### src/rtl/gc_alu_pkg.sv
`timescale 1ns/1ps
package gc_alu_pkg;

    typedef struct packed {
        logic inv_b;      // select bit 0
        logic carry_en;   // select bit 1
        logic carry_lsb;  // select bit 2
    } alu_ctl_t;

    function automatic alu_ctl_t split_sel(input logic [2:0] sel);
        alu_ctl_t c;
        c.inv_b     = sel[0];
        c.carry_en  = sel[1];
        c.carry_lsb = sel[2];
        return c;
    endfunction

endpackage

### src/rtl/gc_slice.sv
`timescale 1ns/1ps
// One bit of the datapath: conditional B inversion, gated carry-in, full add.
module gc_slice (
    input  logic a_bit,
    input  logic b_bit,
    input  logic inv_b,
    input  logic carry_en,
    input  logic carry_in,
    output logic sum_bit,
    output logic carry_out
);
    logic b_eff;
    logic c_eff;
    logic half;

    always_comb begin
        b_eff     = b_bit ^ inv_b;
        c_eff     = carry_in & carry_en;
        half      = a_bit ^ b_eff;
        sum_bit   = half ^ c_eff;
        carry_out = (a_bit & b_eff) | (half & c_eff);
    end
endmodule

### src/rtl/gc_ripple.sv
`timescale 1ns/1ps
// Chain of W slices, carry running from bit 0 upward.
module gc_ripple
    import gc_alu_pkg::*;
#(
    parameter int W = 8
) (
    input  logic [W-1:0] a,
    input  logic [W-1:0] b,
    input  alu_ctl_t     ctl,
    output logic [W-1:0] sum,
    output logic         carry_top
);
    localparam int NCARRY = W + 1;

    logic [NCARRY-1:0] chain;

    assign chain[0]  = ctl.carry_lsb;
    assign carry_top = chain[NCARRY-1];

    for (genvar i = 0; i < W; i++) begin : g_bit
        gc_slice u_slice (
            .a_bit     (a[i]),
            .b_bit     (b[i]),
            .inv_b     (ctl.inv_b),
            .carry_en  (ctl.carry_en),
            .carry_in  (chain[i]),
            .sum_bit   (sum[i]),
            .carry_out (chain[i+1])
        );
    end
endmodule

### src/rtl/gc_alu.sv
`timescale 1ns/1ps
module gc_alu
    import gc_alu_pkg::*;
#(
    parameter int W = 8
) (
    input  logic         clk,
    input  logic         rst_n,
    input  logic [W-1:0] op_a,
    input  logic [W-1:0] op_b,
    input  logic [2:0]   fsel,
    output logic [W-1:0] res,
    output logic         cout
);
    typedef struct packed {
        logic [W-1:0] res;
        logic         cout;
    } out_t;

    alu_ctl_t     ctl;
    logic [W-1:0] sum_w;
    logic         carry_w;
    out_t         out_d;
    out_t         out_q;

    assign ctl = split_sel(fsel);

    gc_ripple #(.W(W)) u_chain (
        .a         (op_a),
        .b         (op_b),
        .ctl       (ctl),
        .sum       (sum_w),
        .carry_top (carry_w)
    );

    always_comb begin
        out_d      = out_q;
        out_d.res  = sum_w;
        out_d.cout = carry_w;
        if (!rst_n) begin
            out_d = '0;
        end
    end

    always_ff @(posedge clk) begin
        out_q <= out_d;
    end

    assign res  = out_q.res;
    assign cout = out_q.cout;
endmodule

### config.mk
export PLATFORM = sky130hd
export DESIGN_NAME = gc_alu
export DESIGN_NICKNAME = d
export VERILOG_FILES = /design/src/rtl/gc_alu_pkg.sv /design/src/rtl/gc_slice.sv /design/src/rtl/gc_ripple.sv /design/src/rtl/gc_alu.sv
export SDC_FILE = /design/constraint.sdc
export NUM_CORES = 1
export LEC_CHECK = 0
export BUFFER_PORTS_ARGS = -buffer_cell sky130_fd_sc_hd__buf_2
export CAP_MARGIN = 20
export CORE_MARGIN = 5
export CORE_UTILIZATION = 42
export DETAILED_ROUTE_END_ITERATION = 8
export GPL_ROUTABILITY_DRIVEN = 0
export GPL_TIMING_DRIVEN = 0
export PLACE_DENSITY = 0.77
export SYNTH_ARGS = -nofsm -noshare
export SYNTH_HDL_FRONTEND = slang
export SYNTH_SLANG_ARGS = --single-unit
export TNS_END_PERCENT = 20
### constraint.sdc
create_clock -name clk -period 6.1 [get_ports clk]
set_input_delay 1.22 -clock clk [delete_from_list [all_inputs] [get_ports clk]]
set_output_delay 1.22 -clock clk [all_outputs]
set_load 0.005 [all_outputs]
==> flow_summary.json, run 1 <==
{
  "worstHoldStart": "rst_n",
  "share_clk_of_total_power_pct": 27.9,
  "swShare_pct": 25.96,
  "crit_path_start_kind": "input pin",
  "synth_area_leader_cell": "sky130_fd_sc_hd__dfxtp_1",
  "grt_pass1_wl_um": 1669,
  "layout_net_count": 112,
  "crit_chain": "buf_6, xnor2_1, fa_1, nand2b_1, fa_1, nand2b_1, fa_1, nand2b_1, fa_1, nand2b_1, fa_1, nand2b_1, fa_1, nand2b_1, fa_1, nor2b_1, fa_1, and2_1",
  "setup-tns-final_ns": 0,
  "avgViaCountPerCell": 4.216,
  "ir_worst_vdd_mv": 0.06666,
  "dpl.cell_count": 93,
  "num-fill-cells": 114,
  "grt_start_max_net_pins": 10,
  "postSynthRegisterBits": 9,
  "hp-class": "in -> reg",
  "overall_global_routing_resource_usage_pct": 11.47,
  "max_clock_freq_ghz": 0.1800,
  "multi_input_comb_area_sq_um": 341.6,
  "die_width_um": 46.49,
  "syn-mean-instance-area_sq_um": 11.19,
  "synth_top_area_share_pct": 32.21,
  "post-route-period-util_pct": 91.06,
  "mappedNetlistArea_sq_um": 559.3,
  "tritoncts.num_buffers": 3,
  "layout.cells.non_filler": 97,
  "floorplan_die_height_um": 46.49,
  "postCtsSetupBuffers": 0,
  "post_synth_main_area_contributors": "sky130_fd_sc_hd__dfxtp_1, sky130_fd_sc_hd__fa_1, sky130_fd_sc_hd__xnor2_1",
  "initialDrtViolationCount": 3,
  "htree_depth": 1,
  "power.static_leakage_uw": 0.0003603,
  "data_required_time_of_the_critical_path_ns": 6.25,
  "grt_overflow_total": 0,
  "crit_type": "in -> reg",
  "worstHoldEndpoint": "cout",
  "netlist_instances": 50,
  "post_synth_num_cell_types": 10,
  "internal_power_uw": 116.1,
  "net-switching-power_uw": 40.72,
  "period_minus_slack_ns": 5.555,
  "critPathMaxStageDelay_ns": 0.42,
  "vias": 409,
  "maxCapViolations": 0,
  "synth-warning-count": 0,
  "syn_to_final_growth_pct": 33.11,
  "cts_repair_resize_count": 0,
  "root_buffer": "sky130_fd_sc_hd__clkbuf_4",
  "worst_slew_margin_rel_pct": 85.95,
  "min_delay_path_depth": 2,
  "pwr_density_cell_nw_per_um2": 210.7,
  "drc": 0,
  "number_of_nets_produced_by_synthesis": 79,
  "fp.dieArea_sq_um": 2161,
  "seq_total_area_yosys_pct": 32.21,
  "slew_violations": 0,
  "cts.clk_slew.worst_paths_ns": 0.05,
  "seq_power_share_pct": 43.6,
  "cts_hold_buf": 0,
  "dr.pass1.iters": 2,
  "critical-path-slowest-cell": "sky130_fd_sc_hd__fa_1",
  "combinationalPowerShare_pct": 28.6,
  "cp_top_family": "adder cells",
  "cp-end-kind": "flip-flop",
  "cts-root-to-sink-buffers": 2,
  "detail-route-antenna-nets": 0,
  "sequential_cell_area_sq_um": 180.2,
  "antenna-diode-count": 0,
  "timing.critical_path.buf_inv": 1,
  "crit_path_max_fanout": 8,
  "share_of_layout_cells_above_drive_strength_1_pct": 40.24,
  "finalWirelength_um": 1020,
  "worst_ep_arrival_time_ns": 5.71,
  "setup_violations": 0,
  "clock_sink_count": 9,
  "crit_top_cell": "sky130_fd_sc_hd__fa_1",
  "numPortBuffers": 28,
  "rsz_0062_raised_after_global_routing": "false",
  "tritoncts_clock_tree": "yes",
  "boundaryPins": 30,
  "initial_antenna_violation_count": 0,
  "floorplan.initialDensity_pct": 43.52,
  "outcome": "finished, final reports clean",
  "timing.final.hold_violations": 0,
  "vias_in_the_first_global_route": 424,
  "rows": 13,
  "route.detailed.wl_per_inst_um": 10.52,
  "core-area_sq_um": 1285,
  "worst-slew-pin-transition_ns": 0.2093
}
power groups by stage:
stage                     Clock [uW]  Sequential (uW)  Combinational, uW
after detailed placement           0             69.7               46.4
after global placement             0             69.4               43.5
after global routing            47.0             68.9               53.4
after floorplan                    0             71.4               23.8
final                           43.7             68.3               44.8
after CTS                       45.5             68.5               46.5
cell usage in the layout, fill, tap and decap left out:
master	n
sky130_fd_sc_hd__inv_1	7
sky130_fd_sc_hd__nand2b_1	6
sky130_fd_sc_hd__nand2_1	1
sky130_fd_sc_hd__clkbuf_1	1
sky130_fd_sc_hd__xnor2_1	7
sky130_fd_sc_hd__clkbuf_4	3
sky130_fd_sc_hd__and2_1	2
sky130_fd_sc_hd__xor2_2	1
sky130_fd_sc_hd__fa_1	8
sky130_fd_sc_hd__buf_2	28
sky130_fd_sc_hd__dfxtp_1	9
sky130_fd_sc_hd__buf_6	1
sky130_fd_sc_hd__nor2b_1	8
cells in the mapped netlist:
master	number
sky130_fd_sc_hd__inv_1	7
sky130_fd_sc_hd__nand2b_1	6
sky130_fd_sc_hd__xnor2_1	7
sky130_fd_sc_hd__xor2_2	1
sky130_fd_sc_hd__fa_1	8
sky130_fd_sc_hd__nand2_1	1
sky130_fd_sc_hd__nor2b_1	8
sky130_fd_sc_hd__buf_6	1
sky130_fd_sc_hd__and2_1	2
sky130_fd_sc_hd__dfxtp_1	9
flip-flops by register name, indices dropped and copies added, names as in the netlist:
name,cells
cout,1
res,8
per-stage QoR:
| step | setup WS (ns) | hold slack (ns) | utilization (%) | total power (uW) | area, sq um |
|---|---|---|---|---|---|
| finish | 0.5453 | 1.243 | 57.94 | 156.8 | 744.5 |
| global route | 0.2797 | 1.277 | 57.94 | 169.3 | 744.5 |
| CTS | 0.5169 | 1.245 | 57.94 | 160.5 | 744.5 |
| detailed placement | 0.2499 | 1.517 | 55.89 | 116.1 | 718.2 |
| global placement | 0.3448 | 1.518 | 55.89 | 112.9 | 718.2 |
| floorplan | 0.4919 | 1.342 | - | 95.20 | 559.3 |
worst max path at each step:
stage	from	end	slack [ns]	cells past startpoint
floorplan	fsel[0]	res[7]	0.49	18
global placement	fsel[0]	res[7]	0.34	18
detailed placement	fsel[0]	res[7]	0.25	18
CTS	fsel[0]	res[7]	0.52	18
global route	fsel[0]	res[7]	0.28	18
finish	fsel[0]	res[7]	0.55	18
cells by family after synthesis:
logic type	share of synthesized area, %
simple gates	18.57
flops	32.21
xor+xnor	13.87
buf+inv	6.712
fa+ha+maj	28.63
final cells by class:
type                    instances  share of cell area (%)
well taps                      15                   2.521
inverters                       7                   3.529
repair buffers                 28                   18.82
multi-input cells              33                   45.88
clock buffers                   4                   3.529
plain buffers                   1                   1.513
flip-flops and latches          9                   24.20
metal layers:
layer	global-route usage (%)	part of all wire, %	wire length, um
met5	0	0	0
met1	10.85	34	344
met4	10.23	2.9	30
met3	1.563	11	114
met2	20.88	52	531
No activity file was read; power rests on OpenSTA's default activity.
==> inputs of run 2 (changes only) <==
--- a/config.mk
+++ b/config.mk
@@ -8,11 +8,13 @@
 export BUFFER_PORTS_ARGS = -buffer_cell sky130_fd_sc_hd__buf_2
 export CAP_MARGIN = 20
 export CORE_MARGIN = 5
-export CORE_UTILIZATION = 42
+export CORE_UTILIZATION = 35
+export CTS_BUF_LIST = sky130_fd_sc_hd__clkbuf_8
 export DETAILED_ROUTE_END_ITERATION = 8
 export GPL_ROUTABILITY_DRIVEN = 0
 export GPL_TIMING_DRIVEN = 0
-export PLACE_DENSITY = 0.77
+export PLACE_DENSITY = 0.66
+export SETUP_SLACK_MARGIN = 0.3
 export SYNTH_ARGS = -nofsm -noshare
 export SYNTH_HDL_FRONTEND = slang
 export SYNTH_SLANG_ARGS = --single-unit
==> run 2 against run 1 <==
Global-route usage decreased by 2.3 points. Via count fell by 3.2%. Cell area is 3.0% higher. Hold slack gained 0.039 ns. Sequential cell count did not move. Sequential share of layout area down 0.71 points. Critical path type unchanged. Largest power group unchanged.
==> flow_summary.json, run 2 (synthesized netlist as in run 1, its figures left out) <==
{
  "outcome": "finished, final reports clean",
  "grt_start_max_net_pins": 10,
  "multi_input_comb_area_sq_um": 344.1,
  "worstHoldStart": "rst_n",
  "crit_type": "in -> reg",
  "seq_power_share_pct": 38.9,
  "power.static_leakage_uw": 0.0003717,
  "core-area_sq_um": 1506,
  "ir_worst_vdd_mv": 0.07668,
  "worst_ep_arrival_time_ns": 5.62,
  "tritoncts_clock_tree": "yes",
  "overall_global_routing_resource_usage_pct": 9.158,
  "worst_slew_margin_rel_pct": 85.33,
  "crit_path_start_kind": "input pin",
  "initialDrtViolationCount": 2,
  "sequential_cell_area_sq_um": 180.2,
  "worst_setup_slack_before_clock_tree_synthesis_ns": 0.2949,
  "htree_depth": 1,
  "maxCapViolations": 0,
  "grt_overflow_total": 0,
  "dr.pass1.iters": 2,
  "drc": 0,
  "postLayoutSetupSlackWorst_ns": 0.5999,
  "share_clk_of_total_power_pct": 35.7,
  "layout.cells.most_common": "sky130_fd_sc_hd__buf_2",
  "cts.clk_slew.worst_paths_ns": 0.04,
  "timing.final.hold_violations": 0,
  "fin_area_sq_um": 767.0,
  "die_width_um": 49.98,
  "period_minus_slack_ns": 5.500,
  "cp-end-kind": "flip-flop",
  "grt_pass1_wl_um": 1731,
  "floorplan_die_height_um": 49.98,
  "post-route-period-util_pct": 90.17,
  "vias_in_the_first_global_route": 411,
  "rsz_0062_raised_after_global_routing": "false",
  "worstHoldEndpoint": "res[7]",
  "tritoncts.num_buffers": 3,
  "swShare_pct": 23.36,
  "internal_power_uw": 135.0,
  "layout.cells.non_filler": 98,
  "num-fill-cells": 154,
  "rows": 14,
  "fp.dieArea_sq_um": 2498,
  "antenna-diode-count": 0,
  "cts-root-to-sink-buffers": 2,
  "root_buffer": "sky130_fd_sc_hd__clkbuf_8",
  "slew_violations": 0,
  "syn_to_final_growth_pct": 37.14,
  "initial_antenna_violation_count": 0,
  "dp_hpwl_um": 842.7,
  "route.detailed.wl_per_inst_um": 9.510,
  "share_of_layout_cells_above_drive_strength_1_pct": 41.46,
  "min_delay_path_depth": 2,
  "hp-class": "in -> reg",
  "detail-route-antenna-nets": 0,
  "combinationalPowerShare_pct": 25.4,
  "crit_path_max_fanout": 8,
  "setup_violations": 0,
  "pwr_density_cell_nw_per_um2": 229.7,
  "clock_sink_count": 9,
  "max_clock_freq_ghz": 0.1818,
  "fin_total_pwr_uw": 176.2,
  "boundaryPins": 30,
  "net-switching-power_uw": 41.16,
  "vias": 396,
  "layout_net_count": 112,
  "floorplan.initialDensity_pct": 37.13,
  "avgViaCountPerCell": 4.041,
  "number_of_flip_flops_under_the_largest_register_name": 8,
  "worst-slew-pin-transition_ns": 0.2185,
  "data_required_time_of_the_critical_path_ns": 6.22,
  "layout.cells.most_common_list": "sky130_fd_sc_hd__buf_2, sky130_fd_sc_hd__dfxtp_1, sky130_fd_sc_hd__inv_1, sky130_fd_sc_hd__nor2b_1",
  "finalWirelength_um": 932,
  "numPortBuffers": 28,
  "dpl_cell_area_sq_um": 719.4,
  "postCtsSetupBuffers": 0,
  "setup-tns-final_ns": 0,
  "dpl.cell_count": 94
}
## run 2: cell count changes in the layout (fill, tap and decap cells not counted), sizes merged
cell    before  now
inv          7    8
clkbuf       4    3
## run 2: how the worst max path moves through the flow
stage / depth (start not counted) / end / from
after detailed placement: 18 / res[7] / fsel[0]
after floorplan: 18 / res[7] / fsel[0]
after CTS: 18 / res[7] / fsel[0]
final: 18 / res[7] / fsel[0]
after global routing: 18 / res[7] / fsel[0]
after global placement: 18 / res[7] / fsel[0]
## run 2: layer usage
metal	GRT usage, %	share of wire [%]	vias up
met5	0	0	-
met2	13.77	51	13
met4	6.550	0.86	0
li1	-	-	204
met3	2.711	7.4	2
met1	10.91	40	177
## run 2: power groups by stage
stage	clock [uW]	combinational, uW	sequential (uW)
2_1_floorplan	0	23.8	71.4
3_3_place_gp	0	44.1	69.4
3_5_place_dp	0	45.7	69.5
4_1_cts	64.9	45.8	68.5
5_1_grt	69.4	52.6	69.6
6_report	63.0	44.7	68.5
## run 2: what timing repair did
action	in CTS	in global routing
gates resized for setup	0	1
hold buffers	0	0
endpoints found under the setup margin	0	1
## run 2: final cells by class
class	instances	area share (%)
Multi-Input combinational cell	33	44.86
Sequential cell	9	23.49
Timing Repair Buffer	28	18.27
Clock buffer	3	5.383
Inverter	7	3.426
Tap cell	16	2.610
Buffer	1	1.468
Clock inverter	1	0.4894
## run 2: metrics by stage
stage | hold WS [ns] | util [%]
6_report | 1.282 | 50.91
5_1_grt | 1.306 | 50.91
4_1_cts | 1.285 | 50.75
3_5_place_dp | 1.517 | 47.76
3_3_place_gp | 1.516 | 47.76
2_1_floorplan | 1.342 | -
## run 2: critical path, cell delays in order
cell and delay, ns:
sky130_fd_sc_hd__buf_6 0.13, sky130_fd_sc_hd__xnor2_1 0.14, sky130_fd_sc_hd__fa_1 0.38, sky130_fd_sc_hd__nand2b_1 0.16, sky130_fd_sc_hd__fa_1 0.35, sky130_fd_sc_hd__nand2b_1 0.16, sky130_fd_sc_hd__fa_1 0.35, sky130_fd_sc_hd__nand2b_1 0.16
sky130_fd_sc_hd__fa_1 0.35, sky130_fd_sc_hd__nand2b_1 0.16, sky130_fd_sc_hd__fa_1 0.35, sky130_fd_sc_hd__nand2b_1 0.16, sky130_fd_sc_hd__fa_1 0.35, sky130_fd_sc_hd__nand2b_1 0.16, sky130_fd_sc_hd__fa_2 0.33, sky130_fd_sc_hd__nor2b_1 0.15
sky130_fd_sc_hd__fa_1 0.42, sky130_fd_sc_hd__and2_1 0.16
==> inputs of run 3 (changes only) <==
--- a/config.mk
+++ b/config.mk
@@ -5,6 +5,7 @@
 export SDC_FILE = /design/constraint.sdc
 export NUM_CORES = 1
 export LEC_CHECK = 0
+export ABC_AREA = 1
 export BUFFER_PORTS_ARGS = -buffer_cell sky130_fd_sc_hd__buf_2
 export CAP_MARGIN = 20
 export CORE_MARGIN = 5
@@ -13,7 +14,7 @@
 export DETAILED_ROUTE_END_ITERATION = 8
 export GPL_ROUTABILITY_DRIVEN = 0
 export GPL_TIMING_DRIVEN = 0
-export PLACE_DENSITY = 0.66
+export PLACE_DENSITY = 0.64
 export SETUP_SLACK_MARGIN = 0.3
 export SYNTH_ARGS = -nofsm -noshare
 export SYNTH_HDL_FRONTEND = slang
==> run 3 against run 2 <==
Total power down 1.4%. Worst setup slack better by 0.28 ns. Fmax grew 5.4%. First-iteration DRC count fell by 50%. Sequential share of layout area fell by 2.0 points. Via count increased by 30%. Combinational power shrank 4%. Critical path type unchanged. Largest cell class unchanged.
==> flow_summary.json, run 3 <==
{
  "slew_violations": 0,
  "ir_worst_vdd_mv": 0.07349,
  "synth_async_sr_flop_share_pct": 0,
  "antenna-diode-count": 0,
  "vias": 514,
  "worst_setup_path_endpoint": "res[7]",
  "timing.critical_path.buf_inv": 9,
  "root_buffer": "sky130_fd_sc_hd__clkbuf_8",
  "detail-route-antenna-nets": 0,
  "worst-slew-pin-transition_ns": 0.1261,
  "clock_sink_count": 9,
  "mappedNetlistArea_sq_um": 625.6,
  "layout_net_count": 147,
  "drc": 0,
  "pwr_density_cell_nw_per_um2": 207.6,
  "post_synth_num_cell_types": 10,
  "hp-class": "in -> reg",
  "syn-mean-instance-area_sq_um": 7.274,
  "number_of_enable_flip_flop_cells_after_synthesis": 0,
  "tritoncts.num_buffers": 3,
  "critical_path.startpoint": "fsel[0]",
  "post-synth-top-count-cell": "sky130_fd_sc_hd__nand2_1",
  "post_synth_most_frequent_cells": "sky130_fd_sc_hd__nand2_1, sky130_fd_sc_hd__inv_1, sky130_fd_sc_hd__dfxtp_1",
  "avgViaCountPerCell": 3.620,
  "cts_hold_buf": 0,
  "initialDrtViolationCount": 1,
  "finalWirelength_um": 1061,
  "most_frequently_used_flop_master_after_synthesis": "sky130_fd_sc_hd__dfxtp_1",
  "share_of_layout_cells_above_drive_strength_1_pct": 32.48,
  "setup_violations": 0,
  "floorplan_die_height_um": 52.28,
  "rsz_0062_raised_after_global_routing": "false",
  "cp-end-kind": "flip-flop",
  "grt_pass1_wl_um": 1725,
  "boundaryPins": 30,
  "htree_depth": 1,
  "cts.clk_slew.worst_paths_ns": 0.04,
  "final_util_pct": 49.01,
  "crit_path_max_fanout": 9,
  "crit_top_cell": "sky130_fd_sc_hd__nand2_1",
  "grt_start_max_net_pins": 10,
  "fp.dieArea_sq_um": 2733,
  "dpl_cell_area_sq_um": 792.0,
  "net-switching-power_uw": 43.54,
  "maxCapViolations": 0,
  "combinationalPowerShare_pct": 24.8,
  "worst_ep_arrival_time_ns": 5.34,
  "dp_hpwl_um": 948,
  "swShare_pct": 25.05,
  "netlist_instances": 86,
  "critPathMaxStageDelay_ns": 0.42,
  "vias_in_the_first_global_route": 461,
  "die_width_um": 52.28,
  "number_of_nets_produced_by_synthesis": 115,
  "overall_global_routing_resource_usage_pct": 8.667,
  "seq_power_share_pct": 38.8,
  "worst_slew_margin_rel_pct": 91.56,
  "floorplan.initialDensity_pct": 36.63,
  "internal_power_uw": 130.3,
  "layout.cells.most_common": "sky130_fd_sc_hd__nand2_1",
  "post_synth_main_area_contributors": "sky130_fd_sc_hd__dfxtp_1, sky130_fd_sc_hd__fa_1, sky130_fd_sc_hd__nand2_1",
  "synth-warning-count": 0,
  "postCtsSetupBuffers": 0,
  "critical-path-slowest-cell": "sky130_fd_sc_hd__fa_1",
  "number_of_flip_flops_under_the_largest_register_name": 8,
  "setup-tns-final_ns": 0,
  "crit_type": "in -> reg",
  "route.detailed.wl_per_inst_um": 7.472,
  "dr.pass1.iters": 2,
  "fin_area_sq_um": 837.1,
  "postSynthRegisterBits": 9,
  "data_required_time_of_the_critical_path_ns": 6.22,
  "timing.final.hold_violations": 0,
  "cp_num_cells": 27,
  "power.static_leakage_uw": 0.0005339,
  "crit_path_start_kind": "input pin",
  "seq_total_area_yosys_pct": 28.80,
  "core-area_sq_um": 1708,
  "cts_repair_resize_count": 0,
  "syn_to_final_growth_pct": 33.80,
  "share_clk_of_total_power_pct": 36.4,
  "layout.cells.most_common_list": "sky130_fd_sc_hd__nand2_1, sky130_fd_sc_hd__buf_2, sky130_fd_sc_hd__inv_1, sky130_fd_sc_hd__dfxtp_1",
  "max_clock_freq_ghz": 0.1917,
  "synth_top_area_share_pct": 28.80,
  "synth_area_leader_cell": "sky130_fd_sc_hd__dfxtp_1",
  "cp_top_family": "adder cells",
  "initial_antenna_violation_count": 0,
  "grt_overflow_total": 0,
  "rows": 15,
  "num-fill-cells": 170,
  "numPortBuffers": 27,
  "period_minus_slack_ns": 5.216,
  "outcome": "finished, final reports clean",
  "cts-root-to-sink-buffers": 2,
  "tritoncts_clock_tree": "yes",
  "post-route-period-util_pct": 85.51
}
[run 3: cell count changes after synthesis, sizes merged, moves of 6 or more]
| cell | before | now |
|---|---|---|
| inv | 7 | 26 |
| nand2 | 1 | 33 |
| nand2b | 6 | 0 |
| nor2 | 0 | 8 |
| nor2b | 8 | 0 |
| xnor2 | 7 | 0 |
[run 3: metrics by stage]
step                      instances  setup WS (ns)  hold slack (ns)  total power, uW
after global placement          138         0.6841            1.441            111.6
after detailed placement        138         0.6436            1.443            112.0
after CTS                       142         0.8745            1.207            177.2
final                           142         0.8840            1.211            173.8
after global routing            142         0.6694            1.223            190.2
after floorplan                  86         0.8057            1.313            95.40
[run 3: power groups by stage]
stage                     clock network (uW)  registers [uW]  logic, uW
final                                   63.3            67.4       43.0
after global routing                    72.1            68.2       49.9
after CTS                               65.8            67.4       43.9
after detailed placement                   0            68.4       43.6
after global placement                     0            68.3       43.3
after floorplan                            0            70.1       25.3
[run 3: worst min-delay path by stage]
stage	start	cells after the start	to	slack, ns
after floorplan	rst_n	2	cout	1.31
after global placement	rst_n	3	cout	1.44
after detailed placement	rst_n	3	res[7]	1.44
after CTS	rst_n	3	res[7]	1.21
after global routing	rst_n	3	res[7]	1.22
final	rst_n	3	res[7]	1.21
[run 3: logic make-up after synthesis]
kind of cell               share of synthesized area, %
adders and majority gates                         25.60
buffers and inverters                             19.80
DFF                                               28.80
and+or+nand+nor                                   25.80
[run 3: final cells by class]
cell class	count	area (sq um)	share of cell area, %
flip-flops and latches	9	180.2	21.52
inverters	26	105.1	12.56
clock inverters	1	3.754	0.4484
multi-input cells	49	321.6	38.42
well taps	25	31.28	3.737
repair buffers	27	135.1	16.14
plain buffers	2	18.77	2.242
clock buffers	3	41.29	4.933
[run 3: per-layer routing]
layer | up-vias | GRT usage, % | routed length (um)
li1 | 291 | - | -
met1 | 200 | 10.41 | 424
met2 | 18 | 12.97 | 487
met3 | 5 | 0.8547 | 109
met4 | 0 | 8.936 | 40
met5 | - | 0 | 0
